### src/rtl/uart_irq_pkg.sv
// Package: shared identification codes for the UART interrupt logic.
// Assumes a 4-bit identification field with bit 0 set meaning "nothing pending".
package uart_irq_pkg;
    typedef enum logic [3:0] {
        ID_NONE = 4'h1,
        ID_LS   = 4'h6,
        ID_RDA  = 4'h4,
        ID_RTO  = 4'hC,
        ID_THRE = 4'h2,
        ID_MS   = 4'h0
    } irq_id_e;

    // Stop length in half-bit units for a stop-select field value.
    function automatic logic [2:0] stop_halves(input logic [1:0] sel);
        case (sel)
            2'd0:    stop_halves = 3'd2;
            2'd1:    stop_halves = 3'd3;
            default: stop_halves = 3'd4;
        endcase
    endfunction
endpackage

### src/rtl/frame_time_calc.sv
// Module: frame_time_calc
// Turns the live frame format into the silence limit in 16x ticks:
// TO_CHARS character times, each made of start, data, optional parity and
// stop bits. Purely combinational, so a format change takes effect at once.
// Assumes TICKS_PER_BIT is even so that half-bit stop lengths are whole ticks.
module frame_time_calc
    import uart_irq_pkg::*;
#(
    parameter int TICKS_PER_BIT = 16,
    parameter int TO_CHARS      = 4,
    parameter int LIM_W         = 10
) (
    input  logic [1:0]       data_len_sel,
    input  logic             parity_en,
    input  logic [1:0]       stop_sel,
    output logic [LIM_W-1:0] limit
);
    localparam int HALF_SCALE = (TICKS_PER_BIT / 2) * TO_CHARS;

    logic [4:0] half_bits;

    // Count the frame length in half-bit units, then scale to ticks.
    always_comb begin
        half_bits = 5'd12                                  // start + 5 data bits
                  + {2'b00, data_len_sel, 1'b0}            // extra data bits
                  + {3'b000, parity_en, 1'b0}              // parity bit
                  + {2'b00, stop_halves(stop_sel)};        // stop bits
        limit = LIM_W'(half_bits) * LIM_W'(HALF_SCALE);
    end
endmodule

### src/rtl/rx_timeout_counter.sv
// Module: rx_timeout_counter
// Measures receive-line silence in ticks while the FIFO holds data and raises
// a sticky time-out flag when the silence reaches the limit.
// Assumes strobes last one cycle and the limit is at least 1.
module rx_timeout_counter #(
    parameter int LIM_W = 10,
    parameter int CNT_W = 5
) (
    input  logic             clk,
    input  logic             rst_n,
    input  logic             tick16,
    input  logic [LIM_W-1:0] limit,
    input  logic             stop_centre,
    input  logic             rhr_read,
    input  logic [CNT_W-1:0] fifo_count,
    output logic             timeout
);
    logic [LIM_W-1:0] silence;
    logic             fifo_empty;

    assign fifo_empty = (fifo_count == '0);

    // Count ticks of silence; restart on stop centre, read or empty FIFO.
    always_ff @(posedge clk) begin
        if (!rst_n) begin
            silence <= '0;
            timeout <= 1'b0;
        end else if (stop_centre || rhr_read || fifo_empty) begin
            silence <= '0;
            if (rhr_read || fifo_empty) timeout <= 1'b0;
        end else if (tick16 && !timeout) begin
            if (silence >= limit - LIM_W'(1)) begin
                silence <= '0;
                timeout <= 1'b1;
            end else begin
                silence <= silence + LIM_W'(1);
            end
        end
    end

    AST_TO_EMPTY_CLR: assert property (@(posedge clk) disable iff (!rst_n)
        fifo_empty |=> !timeout);
    AST_TO_READ_CLR: assert property (@(posedge clk) disable iff (!rst_n)
        rhr_read |=> !timeout);
    AST_TO_RISE_TICK: assert property (@(posedge clk) disable iff (!rst_n)
        $rose(timeout) |-> $past(tick16) && $past(!fifo_empty));
endmodule

### src/rtl/irq_prioritizer.sv
// Module: irq_prioritizer
// Holds the transmit-empty flag and selects the single highest pending
// interrupt source, producing its code and the interrupt line.
// Assumes trig_level >= 1 and one-cycle read/write strobes.
module irq_prioritizer
    import uart_irq_pkg::*;
#(
    parameter int CNT_W = 5
) (
    input  logic             clk,
    input  logic             rst_n,
    input  logic [CNT_W-1:0] fifo_count,
    input  logic [CNT_W-1:0] trig_level,
    input  logic             timeout,
    input  logic             thr_empty,
    input  logic             thr_write,
    input  logic             iir_read,
    input  logic             ier_ls,
    input  logic             ier_rx,
    input  logic             ier_thre,
    input  logic             ier_ms,
    input  logic             ls_pending,
    input  logic             ms_pending,
    output logic             irq,
    output irq_id_e          int_id
);
    logic thre_flag;
    logic thr_empty_q;
    logic rda;

    assign rda = (fifo_count != '0) && (fifo_count >= trig_level);

    // Track the transmit-empty source: set at reset and on empty rising edge.
    always_ff @(posedge clk) begin
        if (!rst_n) begin
            thre_flag   <= 1'b1;
            thr_empty_q <= 1'b1;
        end else begin
            thr_empty_q <= thr_empty;
            if (thr_write || (iir_read && int_id == ID_THRE))
                thre_flag <= 1'b0;
            else if (thr_empty && !thr_empty_q)
                thre_flag <= 1'b1;
        end
    end

    // Pick the highest-ranked enabled pending source.
    always_comb begin
        if (ier_ls && ls_pending)        int_id = ID_LS;
        else if (ier_rx && rda)          int_id = ID_RDA;
        else if (ier_rx && timeout)      int_id = ID_RTO;
        else if (ier_thre && thre_flag)  int_id = ID_THRE;
        else if (ier_ms && ms_pending)   int_id = ID_MS;
        else                             int_id = ID_NONE;
        irq = (int_id != ID_NONE);
    end

    AST_THRE_WR_CLR: assert property (@(posedge clk) disable iff (!rst_n)
        thr_write |=> !thre_flag);
    AST_LS_TOP: assert property (@(posedge clk) disable iff (!rst_n)
        (ier_ls && ls_pending) |-> (int_id == ID_LS));
    AST_RDA_OVER_TO: assert property (@(posedge clk) disable iff (!rst_n)
        (ier_rx && rda && !(ier_ls && ls_pending)) |-> (int_id == ID_RDA));
endmodule

### src/rtl/uart_rx_timeout_irq.sv
// Module: uart_rx_timeout_irq (top)
// Receive time-out detection and prioritised interrupt identification for a
// UART. Assumes the surrounding receiver supplies a 16x tick, the FIFO level
// and one-cycle strobes for stop centres and register accesses.
module uart_rx_timeout_irq
    import uart_irq_pkg::*;
#(
    parameter int FIFO_DEPTH    = 16,
    parameter int TICKS_PER_BIT = 16,
    parameter int TO_CHARS      = 4,
    parameter int CNT_W         = $clog2(FIFO_DEPTH + 1)
) (
    input  logic             clk,
    input  logic             rst_n,
    input  logic             tick16,
    input  logic [1:0]       data_len_sel,
    input  logic             parity_en,
    input  logic [1:0]       stop_sel,
    input  logic             stop_centre,
    input  logic             rhr_read,
    input  logic [CNT_W-1:0] fifo_count,
    input  logic [CNT_W-1:0] trig_level,
    input  logic             thr_empty,
    input  logic             thr_write,
    input  logic             iir_read,
    input  logic             ier_ls,
    input  logic             ier_rx,
    input  logic             ier_thre,
    input  logic             ier_ms,
    input  logic             ls_pending,
    input  logic             ms_pending,
    output logic             irq,
    output logic [3:0]       int_id
);
    localparam int MAX_BITS = 12;   // start + 8 data + parity + 2 stop
    localparam int MAX_LIM  = MAX_BITS * TICKS_PER_BIT * TO_CHARS;
    localparam int LIM_W    = $clog2(MAX_LIM + 1);

    logic [LIM_W-1:0] limit;
    logic             timeout;
    irq_id_e          id_sel;

    frame_time_calc #(
        .TICKS_PER_BIT(TICKS_PER_BIT),
        .TO_CHARS     (TO_CHARS),
        .LIM_W        (LIM_W)
    ) u_calc (
        .data_len_sel(data_len_sel),
        .parity_en   (parity_en),
        .stop_sel    (stop_sel),
        .limit       (limit)
    );

    rx_timeout_counter #(
        .LIM_W(LIM_W),
        .CNT_W(CNT_W)
    ) u_tmo (
        .clk        (clk),
        .rst_n      (rst_n),
        .tick16     (tick16),
        .limit      (limit),
        .stop_centre(stop_centre),
        .rhr_read   (rhr_read),
        .fifo_count (fifo_count),
        .timeout    (timeout)
    );

    irq_prioritizer #(
        .CNT_W(CNT_W)
    ) u_prio (
        .clk       (clk),
        .rst_n     (rst_n),
        .fifo_count(fifo_count),
        .trig_level(trig_level),
        .timeout   (timeout),
        .thr_empty (thr_empty),
        .thr_write (thr_write),
        .iir_read  (iir_read),
        .ier_ls    (ier_ls),
        .ier_rx    (ier_rx),
        .ier_thre  (ier_thre),
        .ier_ms    (ier_ms),
        .ls_pending(ls_pending),
        .ms_pending(ms_pending),
        .irq       (irq),
        .int_id    (id_sel)
    );

    assign int_id = id_sel;

    AST_IRQ_MATCH: assert property (@(posedge clk) disable iff (!rst_n)
        irq == (int_id != 4'h1));
endmodule

### config.mk
export PLATFORM = sky130hd
export DESIGN_NAME = uart_rx_timeout_irq
export DESIGN_NICKNAME = d
export VERILOG_FILES = /design/src/rtl/uart_irq_pkg.sv /design/src/rtl/frame_time_calc.sv /design/src/rtl/rx_timeout_counter.sv /design/src/rtl/irq_prioritizer.sv /design/src/rtl/uart_rx_timeout_irq.sv
export SDC_FILE = /design/constraint.sdc
export NUM_CORES = 1
export LEC_CHECK = 0
export BUFFER_PORTS_ARGS = -buffer_cell sky130_fd_sc_hd__buf_2
export CORE_MARGIN = 2
export CORE_UTILIZATION = 35
export CTS_BUF_LIST = sky130_fd_sc_hd__clkbuf_8 sky130_fd_sc_hd__clkbuf_16
export CTS_CLUSTER_DIAMETER = 30
export DETAILED_ROUTE_END_ITERATION = 8
export PLACE_DENSITY = 0.58
export SLEW_MARGIN = 20
export SYNTH_ARGS = -nofsm -noshare
export SYNTH_HDL_FRONTEND = slang
export SYNTH_SLANG_ARGS = --single-unit
### constraint.sdc
create_clock -name clk -period 3.7 [get_ports clk]
set_input_delay 0.555 -clock clk [delete_from_list [all_inputs] [get_ports clk]]
set_output_delay 0.555 -clock clk [all_outputs]
set_load 0.03 [all_outputs]
==> summary.txt, run 1 <==
Yosys
  – Syn_area_per_cell: between 8 and 9 µm²
  – Synth top area cells: dfxtp_1 25%, ha_1 18%, inv_1 5.9%, nand2_1 5.1%, nor2_1 4.4%
  – Asr flop ratio synth: 0%
  – Synth warn: 0
  – Post-synth top area cell: dfxtp_1
  – Mapped Nets: roughly 170
  – Seq/Total Area, Yosys: approximately a quarter
  – Cell count after synthesis: about 130
  – Top FF cell, synth: dfxtp_1
  – Distinct cell type count after synthesis: 33
  – Seq cells post-synth: 13
  – Area of the mapped netlist: 0.001026 mm²
  – Post-synth top area share: about a quarter
  – Number of flops mapped to enable cells by yosys: 0

Floorplan
  – Die Y: 58.14 µm
  – Row cnt: 19
  – Core area: about 0.0028 mm²
  – Starting Density: a little under two fifths
  – Die W: a little under 60 µm
  – I/O pin count: 34
  – Die area: around 0.0034 mm²

Layout
  – Share of post-route cells with drive strength above 1: a little over a quarter
  – Reg area: between 200 and 300 µm²
  – Post-route non-filler standard cell count: ~200
  – Fin util: ~46%
  – Fillers: around 270
  – Area growth syn-to-layout: 24.27%
  – N_diodes: 0
  – Multi-input gate area: just over 700 µm²
  – Final nets: around 210

Timing
  – Slew @ Worst Pin: between 0.3 and 0.4 ns
  – Tcrit/Tclk final: just under 80%
  – Tmin final: 2.886 ns
  – Setup TNS: 0 ns
  – Slew Viols, Final: 0
  – Final Hold Fails: 0
  – Unrepaired setup endpoints after global routing: no
  – Final setup viols: 0
  – Slew headroom: approximately three quarters
  – Final Skew: approximately 0.0015 ns
  – Fin Hold WS: 0.4855 ns
  – F_max: about 350 MHz

Placement
  – GP Congestion: 0.7659
  – Port Buffers: 33
  – Hpwl dp: 1833 µm
  – Placed Instances: around 190

Clock tree
  – Num CTS Buffers: 3
  – Sink Count: 13
  – # H-tree levels: 1
  – Worst-skew pair later-pin latency: about 0.24 ns
  – Post-CTS sizing: 0
  – Clk slew on worst S/H paths: 0.06 ns
  – Worst-case clock buffer depth: 2
  – Setup bufs post-CTS: 0
  – Hold buffers post-CTS: 0
  – CTS tree: built
  – Root Driver: clkbuf_8

Routing
  – Residual DRC: 0
  – WL final: roughly 2200 µm
  – Via density: about 5
  – DRT Pass-1 Iters: 3
  – DRT iter0 DRCs: 3
  – Antenna Nets Post-Route: 0
  – Via Count: 983
  – Routed len/inst: between 10 and 15 µm

Critical path
  – Kind of end point of the critical path: flip-flop
  – Crit path DAT: just over 3 ns
  – Critical path fanouts, max: 4
  – CP Launch Type: input port
  – Crit path kind: in -> reg
  – R2r setup slk: between 1.5 and 2 ns
  – Required time worst endpoint: 3.88 ns

Global route
  – Pin count of the biggest net entering global routing: 8
  – GRT Overall Usage: between 10% and 20%
  – Total congestion overflow: 0
  – First-pass GRT wire length: just under 4000 µm
  – Vias in the first global route: 940
  – Initial antenna violation count: 0

Power
  – Maximum vdd drop: ~0.19 mV
  – Post-layout power: approximately 0.37 mW
  – P_leak: between 0.5 and 0.6 nW
  – PwrDens: between 200 and 300 mW/mm²

Hold path
  – HP Class: reg -> reg

Outcome
  – Status: finished clean

Flow run
  – Max-cap viol count: 0
-- worst max-delay path, cell delays in order --
cell and delay (ns):
buf_2 0.11, fa_1 0.41, ha_1 0.18, inv_1 0.05
ha_1 0.24, nand3b_1 0.11, xnor2_1 0.13, ha_1 0.28
a21oi_2 0.16, o211ai_2 0.11, or2_4 0.28, or3_1 0.31
a21oi_1 0.14
-- path summary, 6_finish.rpt --
kind                         start               end  cells past startpoint
setup reg to reg  u_tmo.silence[6]  u_tmo.silence[0]                      6
setup / recovery   data_len_sel[0]  u_tmo.silence[0]                     13
hold reg to reg   u_tmo.silence[1]  u_tmo.silence[1]                      2
hold / removal    u_tmo.silence[1]  u_tmo.silence[1]                      2
-- power by group --
| part | switching (mW) | total, mW | internal, mW |
|---|---|---|---|
| registers | 0.00169 | 0.144 | 0.142 |
| logic | 0.0524 | 0.0947 | 0.0423 |
| clock network | 0.0535 | 0.127 | 0.0734 |
| total | 0.108 | 0.365 | 0.258 |
-- Yosys cell counts, types with 2 or more instances --
master	count
nor2b_1	2
or3_1	3
dfxtp_1	13
o21ai_0	4
nor2_1	12
nor3_1	3
xnor2_1	4
nand3_1	6
xor2_1	5
a31oi_1	2
inv_1	16
ha_1	15
a21oi_1	7
nand2_1	14
nand4_1	4
-- cell usage in the layout, fill, tap and decap left out, drive strengths merged --
| master | instances |
|---|---|
| a31oi | 2 |
| nor2b | 2 |
| inv | 17 |
| nand3 | 6 |
| a211o | 1 |
| nand4 | 4 |
| xnor2 | 4 |
| o31ai | 1 |
| nor2 | 12 |
| buf | 33 |
| and4bb | 1 |
| or3 | 3 |
| o21a | 1 |
| nand2 | 14 |
| o21ai | 4 |
| fa | 1 |
| dfxtp | 13 |
| nand3b | 1 |
| nor3b | 1 |
| ha | 15 |
| clkbuf | 3 |
| a21oi | 8 |
| nor4 | 1 |
| nand4b | 1 |
| nand2b | 2 |
| a21o | 1 |
| a221o | 1 |
| or2 | 1 |
| xor2 | 5 |
| o211ai | 2 |
| a221oi | 1 |
| nor3 | 3 |
-- kinds of logic (layout without fill, tap and decap cells) --
family,count (synthesis),count (layout),share of synthesized area (%)
AO/OA/AOI/OAI,22,22,14.51
XOR/XNOR,9,9,7.682
adder cells (fa/ha/maj),16,16,20.24
buffers and inverters,16,53,5.854
flip-flops,13,13,25.37
AND/OR/NAND/NOR,52,52,26.34
-- registers in the layout, summed over array words and instances (netlist names) --
signal              count
u_prio.thr_empty_q      1
u_prio.thre_flag        1
u_tmo.silence          10
u_tmo.timeout           1
-- through the flow --
stage               setup slack (ns)  instance area, µm²
floorplan                     0.6735                1026
global placement              0.6320                1230
detailed placement            0.5655                1230
CTS                           0.8194                1275
global route                  0.6593                1275
finish                        0.8145                1275
-- routing by layer --
layer	up-vias	GRT usage (%)	share of wire (%)
li1	520	-	-
met1	424	16.71	45
met2	35	26.14	46
met3	4	2.902	7.0
met4	0	5.980	1.6
met5	-	0	0
-- final cells by class --
type                            instances  share of cell area, %
Clock buffer                            3                  3.238
Inverter                               16                  4.711
Tap cell                               31                  3.042
Multi-Input combinational cell         99                  55.35
Clock inverter                          1                 0.2944
Sequential cell                        13                  20.41
Timing Repair Buffer                   33                  12.95
Note: power is estimated with default switching activity, not from simulation.
==> inputs of run 2 (changes only) <==
- clock period: 3.7 -> 2.7 ns (I/O delays scaled with it)
==> summary.txt, run 2 (same netlist as run 1, synthesis figures left out) <==
Layout
  – Share of post-route cells with drive strength above 1: 34.52% (+8.5 points)
  – N_diodes: 0 (unchanged)
  – Most common cell after layout, fill and taps aside: buf_2
  – Area growth syn-to-layout: 34.39%
  – Final nets: 214 (+1.4%)
  – Commonest cells after routing, fill and taps aside: 31 x buf_2, 14 x nand2_1, 13 x dfxtp_1
  – Max reg flops: 10 (unchanged)
  – Biggest register: u_tmo.silence
  – Fin util: 49.57% (+3.7 points)
  – Fillers: 287 (+7.1%)

Power
  – P_leak: 0.6150 nW (+2.8%)
  – Maximum vdd drop: 0.2185 mV (+12%)
  – PwrDens: 383.6 mW/mm² (+34%)

Clock tree
  – Clk slew on worst S/H paths: 0.05 ns (about the same)
  – Root Driver: clkbuf_8
  – # H-tree levels: 1 (unchanged)
  – Num CTS Buffers: 3 (unchanged)
  – Worst-skew pair later-pin latency: 0.24 ns (about the same)
  – Setup bufs post-CTS: 0 (unchanged)
  – Worst-case clock buffer depth: 2 (unchanged)
  – Hold buffers post-CTS: 0 (unchanged)
  – Sink Count: 13 (unchanged)
  – Post-CTS sizing: 0 (unchanged)
  – CTS tree: built

Floorplan
  – Die area: 0.003380 mm² (unchanged)
  – Die Y: 58.14 µm (unchanged)
  – Starting Density: 36.89% (unchanged)
  – Row cnt: 19 (unchanged)
  – I/O pin count: 34 (unchanged)
  – Die W: 58.14 µm (unchanged)
  – Core area: 0.002781 mm² (unchanged)

Placement
  – Hpwl dp: 1855 µm (+1.2%)
  – Port Buffers: 33 (unchanged)
  – GP Congestion: 0.7705 (+0.60%)

Global route
  – Initial antenna violation count: 0 (unchanged)
  – First-pass GRT wire length: 3836 µm (-0.54%)
  – GRT Overall Usage: 14.26% (-0.30 points)
  – Vias in the first global route: 996 (+6.0%)
  – Pin count of the biggest net entering global routing: 8 (unchanged)
  – Total congestion overflow: 0 (unchanged)

Critical path
  – Crit path kind: in -> reg
  – CP cell instances: buf_6 -> fa_2 -> ha_4 -> inv_2 -> ha_4 -> nand3b_1 -> xnor2_1 -> ha_1 -> a21oi_2 -> o211ai_2 -> or2_4 -> or3_1 -> a21oi_1
  – Required time worst endpoint: 2.87 ns (-1.01 ns)
  – CP most frequent cell: ha_4
  – Critical path fanouts, max: 4 (unchanged)
  – CP Launch Type: input port
  – CP max stage cell: fa_2
  – Crit path DAT: 2.81 ns (-0.25 ns)
  – Crit path max-delay family: adder cells
  – Slowest stage delay, CP: 0.40 ns (about the same)
  – Worst path bufs/invs: 2 (unchanged)
  – Kind of end point of the critical path: flip-flop
  – R2r setup slk: 0.96 ns (-0.99 ns)

Timing
  – Fin Hold WS: 0.3637 ns (-0.1218 ns)
  – Unrepaired setup endpoints after global routing: yes
  – Slew headroom: 74.93% (about the same)
  – Slew Viols, Final: 0 (unchanged)
  – Tmin final: roughly 2.6 ns
  – Final setup viols: 0 (unchanged)
  – Final Hold Fails: 0 (unchanged)
  – Tcrit/Tclk final: between 90% and 100%
  – Final Skew: 0.004302 ns (+0.002794 ns)
  – Slew @ Worst Pin: 0.3744 ns (+0.001480 ns)
  – F_max: 378.6 MHz

Outcome
  – Status: finished clean

Routing
  – Via density: 5.060 (+0.90%)
  – Residual DRC: 0 (unchanged)
  – WL final: 2205 µm (+1.8%)
  – Routed len/inst: 11.08 µm (+0.31%)
  – DRT Pass-1 Iters: 2 (-1)
  – DRT iter0 DRCs: 4 (+1)
  – Via Count: 1007 (+2.4%)
  – Antenna Nets Post-Route: 0 (unchanged)

Flow run
  – Max-cap viol count: 0 (unchanged)

Hold path
  – HP Class: in -> reg
[run 2: area by class of cell]
cell class | count | area (µm²) | area share (%)
flip-flops and latches | 13 | 260.3 | 18.87
clock buffers | 3 | 41.29 | 2.995
well taps | 31 | 38.79 | 2.813
inverters | 16 | 65.06 | 4.719
repair buffers | 36 | 200.2 | 14.52
multi-input cells | 99 | 769.5 | 55.81
clock inverters | 1 | 3.754 | 0.2722
[run 2: path summary, 6_finish.rpt]
path | start | endpoint | cells past startpoint
max | data_len_sel[0] | u_tmo.silence[0] | 13
min reg2reg | u_tmo.silence[2] | u_tmo.silence[2] | 2
min | thr_empty | u_prio.thr_empty_q | 2
max reg2reg | u_tmo.silence[6] | u_tmo.silence[0] | 6
[run 2: report_power, final]
part | internal, mW | total, mW | switching (mW)
clock network | 0.100 | 0.168 | 0.0674
logic | 0.0795 | 0.164 | 0.0842
registers | 0.195 | 0.198 | 0.00282
total | 0.374 | 0.529 | 0.154
[run 2: worst reg2reg max path: cells and delay by family (launching register included)]
family	cells	cell delay [ns]
and+or+nand+nor	2	0.60
AOI/OAI and AO/OA	3	0.40
DFF	1	0.34
adders and majority gates	1	0.33
[run 2: metrics by stage]
stage          setup WS [ns]  cell area [µm²]  total power, mW  instances  setup TNS (ns)
3_3_place_gp         -0.1712             1304           0.3513        195         -0.7876
6_report             0.05883             1379           0.5289        199               0
2_1_floorplan       0.006577             1077           0.3004        128               0
3_5_place_dp         -0.2219             1304           0.3558        195          -1.211
4_1_cts              0.02038             1349           0.5276        199               0
5_1_grt             -0.06024             1379           0.5602        199        -0.09670
[run 2: routing by layer]
metal	wire [µm]	track usage, %	vias up
met5	0	0	-
met4	14	5.980	0
met3	93	1.339	2
met2	1132	26.95	26
met1	964	16.12	455
li1	-	-	524
